## src/rtl/txh_pkg.sv

```systemverilog
// Shared constants and the stored word type of the transmit host write path.
// Assumes byte-wide lanes; the lane count fixes the data width.
package txh_pkg;
    localparam int BYTE_W = 8;
    localparam int LANES  = 4;
    localparam int DATA_W = BYTE_W * LANES;

    typedef struct packed {
        logic              eof;
        logic [LANES-1:0]  be;
        logic [DATA_W-1:0] data;
    } txh_word_t;
endpackage

```

## src/rtl/tx_lane_order.sv

```systemverilog
// Maps host byte lanes to stored lanes: straight through in little-endian
// mode, mirrored (lane k to lane LANES-1-k) in big-endian mode.
// Assumes purely combinational use ahead of the FIFO write.
module tx_lane_order
    import txh_pkg::*;
(
    input  logic              big_mode,
    input  logic [DATA_W-1:0] in_data,
    input  logic [LANES-1:0]  in_be,
    output logic [DATA_W-1:0] out_data,
    output logic [LANES-1:0]  out_be
);
    for (genvar k = 0; k < LANES; k++) begin : g_lane
        localparam int SRC = LANES - 1 - k;
        // Select either the same or the mirrored host lane for lane k.
        always_comb begin
            out_data[k*BYTE_W +: BYTE_W] = big_mode ? in_data[SRC*BYTE_W +: BYTE_W]
                                                    : in_data[k*BYTE_W +: BYTE_W];
            out_be[k] = big_mode ? in_be[SRC] : in_be[k];
        end
    end
endmodule

```

## src/rtl/tx_port_fifo.sv

```systemverilog
// One per-port transmit buffer with a fall-through head.
// Assumes the caller never pushes while full; a pop while empty is ignored.
module tx_port_fifo
    import txh_pkg::*;
#(
    parameter int DEPTH = 16
) (
    input  logic      clk,
    input  logic      rst_n,
    input  logic      push,
    input  txh_word_t din,
    input  logic      pop,
    output txh_word_t dout,
    output logic      not_empty,
    output logic      full
);
    localparam int AW = $clog2(DEPTH);

    txh_word_t     mem [DEPTH];
    logic [AW-1:0] wr_ptr, rd_ptr;
    logic [AW:0]   count;
    logic          do_pop;

    assign do_pop    = pop && (count != '0);
    assign not_empty = (count != '0);
    assign full      = (count == (AW+1)'(DEPTH));
    assign dout      = mem[rd_ptr];

    // Store the incoming word at the write pointer.
    always_ff @(posedge clk) begin
        if (push) mem[wr_ptr] <= din;
    end

    // Advance pointers and track occupancy.
    always_ff @(posedge clk) begin
        if (!rst_n) begin
            wr_ptr <= '0;
            rd_ptr <= '0;
            count  <= '0;
        end else begin
            if (push)   wr_ptr <= (wr_ptr == AW'(DEPTH-1)) ? '0 : wr_ptr + 1'b1;
            if (do_pop) rd_ptr <= (rd_ptr == AW'(DEPTH-1)) ? '0 : rd_ptr + 1'b1;
            count <= count + (AW+1)'(push) - (AW+1)'(do_pop);
        end
    end
endmodule

```

## src/rtl/tx_host_wr_if.sv

```systemverilog
// Host write front end for a multi-port transmit path: qualifies writes with
// two enables, screens the lane flags, applies the byte order and steers the
// word into the FIFO named by the port select. Assumes one clock domain and a
// host that keeps port_sel, data and flags valid on every qualified edge.
module tx_host_wr_if
    import txh_pkg::*;
#(
    parameter int NPORTS = 4,
    parameter int DEPTH  = 16,
    localparam int PSW   = (NPORTS > 1) ? $clog2(NPORTS) : 1
) (
    input  logic                     clk,
    input  logic                     rst_n,
    input  logic                     tx_if_en,
    input  logic                     tx_wr_en,
    input  logic [PSW-1:0]           port_sel,
    input  logic [DATA_W-1:0]        wr_data,
    input  logic [LANES-1:0]         wr_be,
    input  logic                     wr_eof,
    input  logic                     big_endian_cfg,
    output logic                     tx_rdy,
    output logic                     tx_ret,
    output logic                     status_oe,
    output logic                     illegal_wr,
    output logic [NPORTS-1:0]        tx_ovf,
    input  logic [NPORTS-1:0]        rd_en,
    output logic [NPORTS-1:0]        rd_valid,
    output logic [NPORTS*DATA_W-1:0] rd_data,
    output logic [NPORTS*LANES-1:0]  rd_be,
    output logic [NPORTS-1:0]        rd_eof
);
    logic              wr_strobe, be_bad, good_wr;
    logic              endian_q, mode_big, pkt_any;
    logic [NPORTS-1:0] pkt_open, full, hit;
    txh_word_t         in_word;
    txh_word_t         head [NPORTS];

    assign wr_strobe = tx_if_en && tx_wr_en;
    assign be_bad    = (wr_be == '1);
    assign good_wr   = wr_strobe && !be_bad;
    assign pkt_any   = |pkt_open;
    assign mode_big  = pkt_any ? endian_q : big_endian_cfg;
    assign in_word.eof = wr_eof;

    tx_lane_order u_order (
        .big_mode (mode_big),
        .in_data  (wr_data),
        .in_be    (wr_be),
        .out_data (in_word.data),
        .out_be   (in_word.be)
    );

    // Latch the byte order only at a point where every port is between packets.
    always_ff @(posedge clk) begin
        if (!rst_n)       endian_q <= 1'b0;
        else if (!pkt_any) endian_q <= big_endian_cfg;
    end

    // One-cycle flag for a write attempt with every lane flag set.
    always_ff @(posedge clk) begin
        if (!rst_n) illegal_wr <= 1'b0;
        else        illegal_wr <= wr_strobe && be_bad;
    end

    for (genvar p = 0; p < NPORTS; p++) begin : g_port
        assign hit[p] = good_wr && (port_sel == PSW'(p));

        // Track whether a packet has started but not yet ended on this port.
        always_ff @(posedge clk) begin
            if (!rst_n)      pkt_open[p] <= 1'b0;
            else if (hit[p]) pkt_open[p] <= !wr_eof;
        end

        // Sticky flag for a legal write that found the FIFO full.
        always_ff @(posedge clk) begin
            if (!rst_n)                 tx_ovf[p] <= 1'b0;
            else if (hit[p] && full[p]) tx_ovf[p] <= 1'b1;
        end

        tx_port_fifo #(.DEPTH(DEPTH)) u_fifo (
            .clk       (clk),
            .rst_n     (rst_n),
            .push      (hit[p] && !full[p]),
            .din       (in_word),
            .pop       (rd_en[p]),
            .dout      (head[p]),
            .not_empty (rd_valid[p]),
            .full      (full[p])
        );

        assign rd_data[p*DATA_W +: DATA_W] = head[p].data;
        assign rd_be[p*LANES +: LANES]     = head[p].be;
        assign rd_eof[p]                   = head[p].eof;
    end

    assign status_oe = tx_if_en;
    assign tx_rdy    = !full[port_sel];
    assign tx_ret    = tx_ovf[port_sel];
endmodule

```

## config.mk

```make
export PLATFORM = sky130hd
export DESIGN_NAME = tx_host_wr_if
export DESIGN_NICKNAME = d
export VERILOG_FILES = /design/src/rtl/txh_pkg.sv /design/src/rtl/tx_lane_order.sv /design/src/rtl/tx_port_fifo.sv /design/src/rtl/tx_host_wr_if.sv
export SDC_FILE = /design/constraint.sdc
export NUM_CORES = 2
export LEC_CHECK = 0
export BUFFER_PORTS_ARGS = -buffer_cell sky130_fd_sc_hd__buf_4
export CAP_MARGIN = 10
export CORE_ASPECT_RATIO = 0.75
export CORE_MARGIN = 2
export CORE_UTILIZATION = 55
export CTS_CLUSTER_SIZE = 16
export DETAILED_ROUTE_END_ITERATION = 8
export GPL_ROUTABILITY_DRIVEN = 0
export GPL_TIMING_DRIVEN = 0
export PLACE_DENSITY = 0.71
export SETUP_SLACK_MARGIN = 0.05
export SKIP_LAST_GASP = 1
export SLEW_MARGIN = 20
export SYNTH_ARGS = -nofsm -noshare
export SYNTH_HDL_FRONTEND = slang
export SYNTH_SLANG_ARGS = --single-unit
```

## constraint.sdc

```tcl
create_clock -name clk -period 3.9 [get_ports clk]
set_input_delay 0.585 -clock clk [delete_from_list [all_inputs] [get_ports clk]]
set_output_delay 0.585 -clock clk [all_outputs]
set_load 0.005 [all_outputs]
```

==> flow_summary.ini <==
[run_status]
outcome = complete, no violations

[cts]
clk_pin_slew_ps = 70
clock-sinks = 2446
cts.htree.levels = 4
clockBufferDepth = 3
worstSkewPairLatency_ps = 840
cts_made_buffers = 211
post_cts_buffers = 0
root_buffer = clkbuf_16
cts_tree = built

[timing]
finalCritPeriodShare = 0.973
finalMaxSlewViolations = 0
skew_ps = 25.3
worst_pin_slew_ps = 956
setup_viol = 0
worst_slack_ps = 105
finalWorstPathRequiredPeriod_ps = 3790
rsz0062_at_grt = yes
finalHoldViolCount = 0
maxSlewHeadroom = 0.362
fmax_mhz = 264

[floorplanning]
die_h_um = 360
coreArea_um2 = 168000
ios = 208
chipWidth_um = 479
die_area_um2 = 173000
rows = 130
start_util = 0.555

[drt]
wl_um = 221000
wl_per_cell_um = 31.4
drc_errors = 0
routed_via_density = 6.41
vias = 45100
final_antenna_net_count = 0
drt-pass1-iter-count = 5
drt_iter0_markers = 6111

[synth]
synth_common_cells = edfxtp_1 (2368), mux4_2 (594), a22oi_1 (296)
avgSynthCellArea_um2 = 22.5
synth_top_area_cell = edfxtp_1
synthMostInstantiatedCell = edfxtp_1
synth_top_area_frac = 0.763
ys_seq_area_frac = 0.780
yosys.cell_types.count = 52
synth_area_um2 = 93100
synthArstFlopShare = 0
synth_top_flop_cell = edfxtp_1
syn_inst = 4138
syn-num-nets = 4234
ys_seq_elements = 2446
yosysWarnings = 0
synth_edf_count = 2368
synth.area.top_cells = edfxtp_1 (76%), mux4_2 (14%), a22oi_1 (2.4%), dfxtp_1 (1.7%), nand2_1 (0.70%)

[power]
switching_share = 0.242
pwr-share-seq = 0.492
clockPowerShare = 0.352
ir_drop_uv = 544
p_switching_w = 0.0146
p_leak_nw = 33.5
combPwrFrac = 0.157
intPower_w = 0.0456
power_density_nw_per_um2 = 569
total_power_w = 0.0602

[grt]
grt_util_all_layers = 0.256
grt_max_degree = 69
busiest_layer = met2
grt_pass1_vias = 45600
grt_pass1_wl_um = 318000
grt_overflow = 0
use_met1 = 0.374
use_met3 = 0.0478
antenna_found_initial = 16
gr-usage-met2 = 0.403

[worst_setup_path]
path_cells = buf_2 > clkbuf_2 > mux4_2 > a22oi_1 > nand2_1 > buf_4
required_ps = 3310
cp.arrival_ps = 3210
r2r_setup_slack_ps = 500
cp-end-kind = output port
max_stage_delay_ps = 530
crit_type = flop to output port
crit_path_max_fanout = 10
r2r_end = g_port[0].u_fifo.count[4]
cp-start-kind = flop
r2r_start = g_port[0].u_fifo.count[2]
critPathBufInv = 3
cp_top_family = buffers and inverters
slowest_stage = dfxtp_1
rr_worst_depth = 16

[cells_and_area]
layout.nets = 4689
syn2layout_area_growth_pct = 13.6
fillers = 11200
drive_above_1_share = 0.297

[min_path]
hold_class = primary input to flop
hp-start = tx_if_en
min_to = illegal_wr
hold_depth = 3

[job]
drv_cap = 0

[placement]
dp_hpwl_um = 126000
place_ws_ps = 181
portBuffers = 207
## timing repair
item                                   4_1_cts  5_1_grt
endpoints found under the hold margin        3        0
setup endpoints to repair                  124       47
hold buffers                                 2        0
gates resized for setup                     60       37
## tightest hold or removal path: cells and delay by family
| family | cells | cell delay (ps) |
|---|---|---|
| buffers and inverters | 1 | 150 |
| AND/OR/NAND/NOR | 2 | 120 |
## routing by layer
layer	part of all wire	vias up
met5	0	-
met4	0.024	0
met3	0.091	281
met2	0.48	2315
met1	0.40	24100
li1	-	18400
## area by class of cell
cell class	count	area [um2]	share of cell area
diodes	8	20.0	0.000189
plain buffers	209	1290	0.0122
clock buffers	265	5620	0.0531
clock inverters	133	1310	0.0124
inverters	49	184	0.00174
multi-input cells	1431	19500	0.185
flip-flops and latches	2446	72700	0.687
well taps	2244	2810	0.0265
repair buffers	245	2340	0.0222
## power by group through the flow
| stage | clock [W] | combinational (W) | sequential (W) |
|---|---|---|---|
| 6_report | 0.0212 | 0.00943 | 0.0296 |
| 4_1_cts | 0.0214 | 0.00956 | 0.0296 |
| 3_3_place_gp | 0 | 0.00927 | 0.0302 |
| 5_1_grt | 0.0224 | 0.0101 | 0.0296 |
| 3_5_place_dp | 0 | 0.00951 | 0.0302 |
| 2_1_floorplan | 0 | 0.00621 | 0.0301 |
## state kept, by name (all words and copies together), names as in the netlist, named ones only
register,count
endian_q,1
g_port.u_fifo.wr_ptr,16
tx_ovf,4
g_port.u_fifo.rd_ptr,16
pkt_open,4
g_port.u_fifo.mem,2368
g_port.u_fifo.count,20
illegal_wr,1
## worst max-delay path by stage
stage,from,end,cells after the start,slack [ps]
2_1_floorplan,wr_be[1],g_port[2].u_fifo.mem[10][0],5,430
3_3_place_gp,wr_be[1],g_port[2].u_fifo.mem[8][8],6,-1780
3_5_place_dp,wr_be[0],g_port[0].u_fifo.count[4],15,180
4_1_cts,flop,rd_data[96],6,20
5_1_grt,flop,rd_data[25],6,40
6_report,flop,rd_data[53],6,110
## kinds of logic after synthesis
logic type / Yosys count / synth area share
compound gates: 358 / 0.0280
xor+xnor: 21 / 0.00197
fa+ha+maj: 48 / 0.00677
buf+inv: 261 / 0.0146
flops: 2446 / 0.780
mux: 639 / 0.149
simple gates: 365 / 0.0194
## cells in the final DEF, fill, tap and decap left out, types with 44 or more instances in the layout
master,Yosys,layout
dfxtp_1,78,76
inv_1,49,49
nand2_1,174,172
buf_4,33,235
ha_1,44,44
a22oi_1,296,295
mux4_2,594,594
edfxtp_1,2368,2368
clkbuf_16,0,214
clkbuf_1,91,93
## stage by stage
stage	setup TNS [ps]	hold slack, ps	cell area, um2	util	instances
2_1_floorplan	0	452	93200	-	4138
3_3_place_gp	-1123510	487	97500	0.581	6589
3_5_place_dp	0	497	98700	0.588	6625
4_1_cts	0	0.761	106000	0.630	7022
5_1_grt	0	47.2	106000	0.630	7028
6_report	0	52.3	106000	0.630	7030
(Power assumes the default switching activity.)
